<file path="config.mk">
export PLATFORM = sky130hd
export DESIGN_NAME = phase_sweep_tuner
export DESIGN_NICKNAME = d
export VERILOG_FILES = /design/src/rtl/phase_tune_pkg.sv /design/src/rtl/tune_gate.sv /design/src/rtl/tune_run_scan.sv /design/src/rtl/tune_pick.sv /design/src/rtl/phase_sweep_tuner.sv
export SDC_FILE = /design/constraint.sdc
export NUM_CORES = 1
export LEC_CHECK = 0
export ABC_AREA = 0
export BUFFER_PORTS_ARGS = -buffer_cell sky130_fd_sc_hd__buf_2
export CAP_MARGIN = 5
export CORE_MARGIN = 2
export CORE_UTILIZATION = 55
export DETAILED_ROUTE_END_ITERATION = 10
export GPL_ROUTABILITY_DRIVEN = 0
export MAX_ROUTING_LAYER = met4
export PLACE_DENSITY = 0.77
export SYNTH_ARGS = -nofsm -noshare
export SYNTH_HDL_FRONTEND = slang
export SYNTH_SLANG_ARGS = --single-unit
export TNS_END_PERCENT = 100
</file>
<file path="constraint.sdc">
create_clock -name clk_i -period 3.51 [get_ports clk_i]
set_input_delay 0.1755 -clock clk_i [delete_from_list [all_inputs] [get_ports clk_i]]
set_output_delay 0.1755 -clock clk_i [all_outputs]
set_load 0.01 [all_outputs]
</file>
<file path="src/rtl/phase_tune_pkg.sv">
package phase_tune_pkg;
  typedef enum logic [3:0] {
    ST_IDLE, ST_INIT, ST_PROG, ST_XFER, ST_CHECK,
    ST_SCAN, ST_PICK, ST_FINAL, ST_DONE
  } tune_st_e;
endpackage

</file>
<file path="src/rtl/tune_gate.sv">
module tune_gate #(
  parameter int MHZ_W = 10,
  parameter int MIN_MHZ = 100,
  parameter int MODE_W = 3,
  parameter int NMODE = 2,
  parameter logic [NMODE*MODE_W-1:0] TUNED_MODES = {3'd5, 3'd3}
) (
  input  logic [MHZ_W-1:0]  mhz_i,
  input  logic [MODE_W-1:0] mode_i,
  output logic              skip_o
);
  logic [NMODE-1:0] hit;
  for (genvar i = 0; i < NMODE; i++) begin : g_mode
    assign hit[i] = (mode_i == TUNED_MODES[i*MODE_W +: MODE_W]);
  end
  assign skip_o = (mhz_i <= MHZ_W'(MIN_MHZ)) || (hit == '0);
endmodule

</file>
<file path="src/rtl/tune_run_scan.sv">
module tune_run_scan #(
  parameter int NPH = 16,
  localparam int PW = $clog2(NPH),
  localparam int LW = PW + 1
) (
  input  logic           clk_i,
  input  logic           rst_ni,
  input  logic           clr_i,
  input  logic           step_i,
  input  logic [NPH-1:0] mask_i,
  output logic [PW-1:0]  best_start_o,
  output logic [LW-1:0]  best_len_o
);
  logic [PW:0]   k_q;
  logic          trk_q;
  logic [PW-1:0] cur_start_q;
  logic [LW-1:0] cur_len_q;
  logic [PW-1:0] p, prv;
  logic          hit_p, hit_prv;

  assign p       = k_q[PW-1:0];
  assign prv     = p - 1'b1;
  assign hit_p   = mask_i[p];
  assign hit_prv = mask_i[prv];

  // Two laps: starts are taken on the first lap only, so runs wrapping past the top finish on the second.
  always_ff @(posedge clk_i or negedge rst_ni) begin
    if (!rst_ni) begin
      k_q <= '0; trk_q <= 1'b0; cur_start_q <= '0; cur_len_q <= '0;
      best_start_o <= '0; best_len_o <= '0;
    end else if (clr_i) begin
      k_q <= '0; trk_q <= 1'b0; cur_start_q <= '0; cur_len_q <= '0;
      best_start_o <= '0; best_len_o <= '0;
    end else if (step_i) begin
      k_q <= k_q + 1'b1;
      if (hit_p && !hit_prv) begin
        if (!k_q[PW]) begin
          trk_q       <= 1'b1;
          cur_start_q <= p;
          cur_len_q   <= LW'(1);
        end else begin
          trk_q <= 1'b0;
        end
      end else if (hit_p && trk_q) begin
        cur_len_q <= cur_len_q + 1'b1;
      end else if (!hit_p && trk_q) begin
        trk_q <= 1'b0;
        if (cur_len_q > best_len_o) begin
          best_len_o   <= cur_len_q;
          best_start_o <= cur_start_q;
        end
      end
    end
  end
endmodule

</file>
<file path="src/rtl/tune_pick.sv">
module tune_pick #(
  parameter int NPH = 16,
  localparam int PW = $clog2(NPH),
  localparam int LW = PW + 1
) (
  input  logic [PW-1:0] start_i,
  input  logic [LW-1:0] len_i,
  output logic [PW-1:0] phase_o
);
  logic [LW+1:0] tri_len, q, idx;
  always_comb begin
    tri_len = {len_i, 1'b0} + (LW+2)'(len_i);
    q       = tri_len >> 2;
    idx     = (q != '0) ? q - 1'b1 : q;
    phase_o = start_i + idx[PW-1:0];
  end
endmodule

</file>
<file path="src/rtl/phase_sweep_tuner.sv">
module phase_sweep_tuner
  import phase_tune_pkg::*;
#(
  parameter int NPH = 16,
  parameter int MAX_TRIES = 3,
  parameter int MHZ_W = 10,
  parameter int MIN_MHZ = 100,
  parameter int MODE_W = 3,
  localparam int PW = $clog2(NPH),
  localparam int LW = PW + 1,
  localparam int TW = $clog2(MAX_TRIES + 1)
) (
  input  logic              clk_i,
  input  logic              rst_ni,
  input  logic              start_i,
  input  logic [MHZ_W-1:0]  bus_mhz_i,
  input  logic [MODE_W-1:0] mode_i,
  output logic              dll_init_req_o,
  input  logic              dll_init_ack_i,
  output logic              prog_req_o,
  output logic [PW-1:0]     prog_phase_o,
  input  logic              prog_ack_i,
  output logic              xfer_req_o,
  input  logic              xfer_ack_i,
  input  logic              xfer_pass_i,
  output logic              done_o,
  output logic [PW-1:0]     sel_phase_o,
  output logic              err_o,
  output logic              bypass_o
);
  tune_st_e      st_q;
  logic [PW-1:0] ph_q;
  logic [NPH-1:0] mask_q;
  logic [TW-1:0] tries_q;
  logic [PW:0]   scan_q;
  logic          skip;
  logic          full;
  logic [PW-1:0] run_start, pick_start, pick_ph;
  logic [LW-1:0] run_len, pick_len;

  tune_gate #(.MHZ_W(MHZ_W), .MIN_MHZ(MIN_MHZ), .MODE_W(MODE_W)) u_gate (
    .mhz_i(bus_mhz_i), .mode_i(mode_i), .skip_o(skip));

  tune_run_scan #(.NPH(NPH)) u_scan (
    .clk_i(clk_i), .rst_ni(rst_ni),
    .clr_i(st_q == ST_CHECK), .step_i(st_q == ST_SCAN),
    .mask_i(mask_q), .best_start_o(run_start), .best_len_o(run_len));

  assign full       = &mask_q;
  assign pick_start = full ? '0 : run_start;
  assign pick_len   = full ? LW'(NPH) : run_len;

  tune_pick #(.NPH(NPH)) u_pick (
    .start_i(pick_start), .len_i(pick_len), .phase_o(pick_ph));

  assign dll_init_req_o = (st_q == ST_INIT);
  assign prog_req_o     = (st_q == ST_PROG) || (st_q == ST_FINAL);
  assign prog_phase_o   = (st_q == ST_FINAL) ? sel_phase_o : ph_q;
  assign xfer_req_o     = (st_q == ST_XFER);
  assign done_o         = (st_q == ST_DONE);

  always_ff @(posedge clk_i or negedge rst_ni) begin
    if (!rst_ni) begin
      st_q <= ST_IDLE; ph_q <= '0; mask_q <= '0; tries_q <= '0; scan_q <= '0;
      sel_phase_o <= '0; err_o <= 1'b0; bypass_o <= 1'b0;
    end else begin
      unique case (st_q)
        ST_IDLE: if (start_i) begin
          sel_phase_o <= '0;
          err_o       <= 1'b0;
          bypass_o    <= skip;
          tries_q     <= '0;
          st_q        <= skip ? ST_DONE : ST_INIT;
        end
        ST_INIT: if (dll_init_ack_i) begin
          ph_q   <= '0;
          mask_q <= '0;
          st_q   <= ST_PROG;
        end
        ST_PROG: if (prog_ack_i) st_q <= ST_XFER;
        ST_XFER: if (xfer_ack_i) begin
          mask_q[ph_q] <= xfer_pass_i;
          if (ph_q == PW'(NPH - 1)) begin
            st_q <= ST_CHECK;
          end else begin
            ph_q <= ph_q + 1'b1;
            st_q <= ST_PROG;
          end
        end
        ST_CHECK: begin
          scan_q <= '0;
          if (mask_q == '0) begin
            if (tries_q == TW'(MAX_TRIES - 1)) begin
              err_o <= 1'b1;
              st_q  <= ST_DONE;
            end else begin
              tries_q <= tries_q + 1'b1;
              st_q    <= ST_INIT;
            end
          end else begin
            st_q <= full ? ST_PICK : ST_SCAN;
          end
        end
        ST_SCAN: begin
          scan_q <= scan_q + 1'b1;
          if (scan_q == (PW+1)'(2*NPH - 1)) st_q <= ST_PICK;
        end
        ST_PICK: begin
          sel_phase_o <= pick_ph;
          st_q        <= ST_FINAL;
        end
        ST_FINAL: if (prog_ack_i) st_q <= ST_DONE;
        ST_DONE:  st_q <= ST_IDLE;
        default:  st_q <= ST_IDLE;
      endcase
    end
  end
endmodule

</file>
; Word-level counts from Yosys, hierarchy flattened
; Index checks and enable logic that the tools add are counted.
[totals]
reg_bits = 61
in_bits = 20
out_inout_bits = 14
elab_cells = 160
[classes]
addsub = 9
order_cmp = 6
eq_ne = 28
mux = 70
n_reduce_logical = 33
[ops]
columns = operator, count
row1 = two-way mux 4 bit, 26
row2 = two-way mux 5 bit, 14
row3 = two-way mux 16 bit, 2
row4 = one-hot mux 16 bit (2 select lines), 1
row5 = one-hot mux 4 bit (8 select lines), 1
row6 = bitwise mux 16 bit, 1
row7 = "equality test 4 x 3 -> 1 bit, second input constant", 4
row8 = zero test 16 bit, 1
row9 = "inequality test 2 bit, second input constant", 8
row10 = one-hot mux 4 bit (2 select lines), 2
row11 = AND reduction 16 bit, 1
row12 = "adder 5 x 1 -> 5 bit, second input constant", 3
row13 = "< comparator 4 x 5 -> 1 bit, second input constant", 3
row14 = nonzero test 2 bit, 7
row15 = two-way mux 1 bit, 12
row16 = AND reduction 3 bit, 4
row17 = AND reduction 4 bit, 3
row18 = "<= comparator 10 x 7 -> 1 bit, second input constant", 1
row19 = "inequality test 2 x 1 -> 1 bit, second input constant", 5
row20 = one-hot mux 5 bit (2 select lines), 1
row21 = binary-select mux 1 bit (select 4 bit), 2
row22 = "equality test 4 x 2 -> 1 bit, second input constant", 2
row23 = "equality test 4 bit, second input constant", 2
row24 = two-way mux 2 bit, 4
row25 = 28 further kinds, 36

; Longest topological paths before layout
[depth]
word_depth = 9
mapped_depth = 19
depth_no_buf = 18

; Cells and area by module
; Synthesis repeated with hierarchy kept, for this count alone.
[hier_totals]
cells_unflattened = 464
hier_area_um2 = 4370.4
[modules_own_cells]
columns = module, instances, cells_each, area_each_um2, seq_area_each_um2
row1 = phase_sweep_tuner, 1, 244, 2209.6, 925.9
row2 = tune_run_scan, 1, 161, 1672.9, 600.6
row3 = tune_pick, 1, 51, 441.7, 0.0
row4 = tune_gate, 1, 8, 46.3, 0.0

; Worst setup path after synthesis
; Ideal clock, no wire load.
[synth_path]
kind = register -> register
startpoint = reg mask_q[14]
endpoint = reg sel_phase_o[3]
setup_time_ns = 0.087
t_arrival_ns = 3.800
t_required_ns = 3.423
slack_ns = -0.377
stages_incl_launch_ff = 20
path_buffers = 1
synth_period_minus_slack_ns = 3.887
path_cell_list = dfrtp_1 -> nand4_1 -> or4_1 -> buf_4 -> and3_1 -> ha_1 -> a31oi_4 -> xnor2_1 -> inv_1 -> ha_1 -> nand3b_1 -> a21oi_1 -> nand2_1 -> mux2i_1 -> ha_1 -> a21o_1 -> a21oi_1 -> xnor2_1 -> a2111o_1 -> o211ai_1
[synth_via]
elab_chain_cells = 7
[synth_rtl]
columns = element, line_no
row1 = "start, declared", phase_sweep_tuner.sv:33  ; logic [NPH-1:0] mask_q;
row2 = "start signal, assigned by index", phase_sweep_tuner.sv:82  ; mask_q[ph_q] <= xfer_pass_i;
row3 = AND reduction 16 bit *, phase_sweep_tuner.sv:49  ; assign full = &mask_q;
row4 = two-way mux 5 bit, phase_sweep_tuner.sv:51  ; assign pick_len = full ? LW'(NPH) : run_len;
row5 = adder 6 x 5 -> 7 bit, tune_pick.sv:12  ; tri_len = {len_i, 1'b0} + (LW+2)'(len_i);
row6 = subtractor 4 x 1 -> 4 bit / nonzero test 7 bit (equally long branches), tune_pick.sv:14  ; idx = (q != '0) ? q - 1'b1 : q;
row7 = two-way mux 4 bit, tune_pick.sv:14
row8 = adder 4 bit *, tune_pick.sv:15  ; phase_o = start_i + idx[PW-1:0];
row9 = one-hot mux 4 bit (2 select lines) *, phase_sweep_tuner.sv:67  ; unique case (st_q)
row10 = "end signal, assigned", phase_sweep_tuner.sv:109  ; sel_phase_o <= pick_ph;
row11 = "end, declared", phase_sweep_tuner.sv:27  ; output logic [PW-1:0] sel_phase_o,
; Mark *: on every way between the ends. The rest lies on a longest branch, timed or not.
; A chain may end at the register's enable or synchronous reset.

; Worst setup path after layout
[layout_path]
startpoint = reg mask_q[13]
endpoint = reg sel_phase_o[3]
; The elaborated chain is that of the path after synthesis.

==> results by group <==
Route
  – Met1 wire length: roughly 4.4 mm
  – Initial DRC Count: ~240
  – Vias: 3585
  – DR WL met2: 5.115 mm
  – Top Metal Used: met4
  – DR pass1 iterations: 6
  – DRC: 0
  – Routed wl met3: 475 um
  – DR WL/cell: approximately 17 um
  – WL final: ~10 mm
  – Post-route ant nets: 0
  – Via/cell ratio: about 6

Critical path
  – Worst Path Required: between 3 and 4 ns
  – Critical path type: reg2reg
  – Worst Path Max Fanout: 4
  – Worst setup path startpoint: mask_q[13]$_DFFE_PN0P_
  – Crit-path max cell delay: ~0.54 ns
  – Crit path DAT: ~4.1 ns
  – Startpoint types: register
  – CP Capture Type: register
  – Slowest-stage cell, CP: or4_4
  – Critical path, cell by cell: nand4_1 > or4_4 > and3_4 > ha_4 > nand3b_1 > o31ai_2 > nor3b_2 > o31ai_2 > a21oi_2 > nand2_2 > mux2i_2 > ha_1 > a21o_1 > a21oi_2 > xnor2_2 > a2111o_1 > o211ai_1
  – Worst r2r src: mask_q[13]$_DFFE_PN0P_

STA
  – Worst slew pin tran: ~0.74 ns
  – FMAX: approximately 260 MHz
  – Post-route clock skew: approximately 0.015 ns
  – Slew Viols, Final: 0
  – Slew margin rel.: 0.5043
  – Unrepaired setup endpoints after global routing: yes
  – Final WS setup: -0.2746 ns
  – Fin crit period: approximately 3.8 ns
  – Setup-failing EPs final: 2
  – Setup TNS: -0.3738 ns
  – Final hold violations: 0
  – Final worst-path cycle share: 1.078

Synthesis
  – Syn avg cell area: roughly 9.4 um2
  – Post-synth EDFFs: 0
  – Post-Synthesis Cells: roughly 430
  – Top cells by area, synth: dfrtp_1 (38%), ha_1 (7.8%), o21ai_0 (6.0%), nand2_1 (3.7%), a22o_1 (3.5%)
  – Synth top area share: 0.3801
  – Yosys reg bits: 61
  – Netlist cell types: 56
  – Net Count, Synth: 473
  – Area leader, netlist: dfrtp_1
  – Cell with the most instances after synthesis: dfrtp_1
  – Post-synth top cells: dfrtp_1 (61), o21ai_0 (48), nand2_1 (40)
  – Synth warn: 0
  – Most used DFF post-synth: dfrtp_1
  – Register area share after synthesis: 0.3801
  – Fraction of registers with async set/reset: 1.000
  – Post-Syn Area: between 4000 and 5000 um2

Worst hold path
  – Worst hold start: xfer_ack_i
  – Hold Crit Class: in2reg

Clock network
  – Total clock buffers created by CTS: 9
  – Clk root buf: clkbuf_8
  – Worst-path clk slew: approximately 0.08 ns
  – Number of clock sinks: 61
  – CTS tree: done
  – Clock buffer depth: 2
  – H-tree Lvls: 3
  – Worst-Skew Late Latency: approximately 0.34 ns

Power and ir drop
  – VDD IR max: about 530 uV
  – Power after layout: between 0.002 and 0.003 W
  – P_leak: around 2.3 nW
  – Power density over the cells: around 560 nW/um2

GRT
  – Largest net degree at the start of global routing: 33
  – Initial antenna violation count: 0
  – GR Overflow Total: 0
  – Global-route wire length before repair: about 17 mm
  – GRT Total Usage: 0.2830
  – Vias in the first global route: around 3500

Outcome
  – Status: complete, but fails checks
  – Failing checks: negative setup slack

Final layout
  – Filler cells: 540
  – Nets: around 540
  – Share of cells above drive strength 1: 0.2470
  – Antenna diodes: 0
  – Syn-to-layout area delta: 20.65%

Floorplanning
  – Floorplan core area: between 7000 and 8000 um2
  – Die Height: ~90 um
  – Die span in x: between 80 and 90 um
  – Initial Util: 0.5597
  – Die area: around 8000 um2
  – Num rows: 31
  – Io pins: 34

Placed design
  – Detailed placer's ending HPWL: around 7.4 mm
  – IO buf count: 33

Flow run
  – Max_cap viols: 0
-- worst paths after layout --
path                                               to  slack, ns  cells past startpoint
max                        sel_phase_o[3]$_DFFE_PN0P_      -0.27                     17
min                               ph_q[0]$_DFFE_PN0P_       0.13                      3
max reg2reg                sel_phase_o[3]$_DFFE_PN0P_      -0.27                     17
min reg2reg                     scan_q[4]$_DFFE_PN0P_       0.48                      2
max in group asynchronous       scan_q[3]$_DFFE_PN0P_       2.20                      3
min in group asynchronous  sel_phase_o[3]$_DFFE_PN0P_       0.43                      2
-- per-layer routing --
layer	vias to the layer above	global-route usage
met5	-	-
met4	0	0.09498
met3	20	0.05725
met2	110	0.4498
met1	1750	0.3632
li1	1705	-
-- cell type report --
type | instances | area [um2] | share of cell area
multi-input cells | 326 | 2426 | 0.5006
flip-flops and latches | 61 | 1526 | 0.3150
repair buffers | 75 | 483.0 | 0.09966
clock buffers | 13 | 168.9 | 0.03486
well taps | 99 | 123.9 | 0.02556
inverters | 20 | 75.07 | 0.01549
clock inverters | 3 | 42.54 | 0.008779
-- metrics by stage --
| stage | util | hold WS, ns | instances | cell area (um2) | setup WS (ns) |
|---|---|---|---|---|---|
| detailed placement | 0.6328 | 0.2533 | 574 | 4541 | -0.1991 |
| global placement | 0.6328 | 0.2305 | 574 | 4541 | -0.02599 |
| finish | 0.6753 | 0.1256 | 597 | 4846 | -0.2746 |
| CTS | 0.6699 | 0.1151 | 597 | 4807 | -0.05679 |
| floorplan | - | -0.1201 | 427 | 4081 | -0.1103 |
| global route | 0.6753 | 0.1491 | 597 | 4846 | -0.4226 |
-- timing repair --
item                       4_1_cts  5_1_grt
hold endpoints to repair        29        0
setup endpoints to repair        2        3
buffers inserted                 6        1
pin swaps                        3       12
hold buffers                     1        0
resized for setup                0       10
-- registers in the layout, summed over array words and instances (netlist names), 5 cells and up --
signal	flops
scan_q	5
u_scan.best_len_o	5
u_scan.k_q	5
mask_q	16
u_scan.cur_len_q	5
-- worst max-delay path: cells and delay by family, from the launching register on --
kind                       cells  cell delay, ns
adders and majority gates      2            0.44
DFF                            1            0.37
xor gates and xnor gates       1            0.11
and+or+nand+nor                6            1.27
muxes                          1            0.23
AOI/OAI and AO/OA              7            1.30
-- cell families (layout without fill, tap and decap cells) --
| group | count (synthesis) | after routing | share of synthesized area |
|---|---|---|---|
| flops | 61 | 61 | 0.3801 |
| mux | 20 | 20 | 0.08536 |
| buf+inv | 40 | 111 | 0.04081 |
| xor+xnor | 15 | 15 | 0.03271 |
| fa+ha+maj | 26 | 26 | 0.08287 |
| simple gates | 141 | 141 | 0.1826 |
| compound gates | 124 | 124 | 0.1956 |
-- cell usage in the layout, fill, tap and decap left out, types with 4 or more instances in the layout --
master    instances
ha_1             21
nand4_1           7
nor3_1            6
nor2_1           21
nand3_1          11
inv_1            19
a21oi_1          25
nand3b_1          5
nor3b_1           4
xnor2_1           4
o21a_1            6
nand2b_1          7
xor2_1            8
mux4_1            5
nor2b_1           9
and2_1            6
a22o_1           16
dfrtp_1          61
mux4_2            4
nand2_1          39
buf_2            33
buf_4            41
o21ai_0          47
mux2_2            6
clkbuf_8         12
nor4_1            9
-- report_power, final --
group	internal [W]	switching [W]
logic	0.000447	0.000617
registers	0.000811	0.000167
clock network	0.000385	0.000279
total	0.00164	0.00106
(Power assumes the default switching activity.)
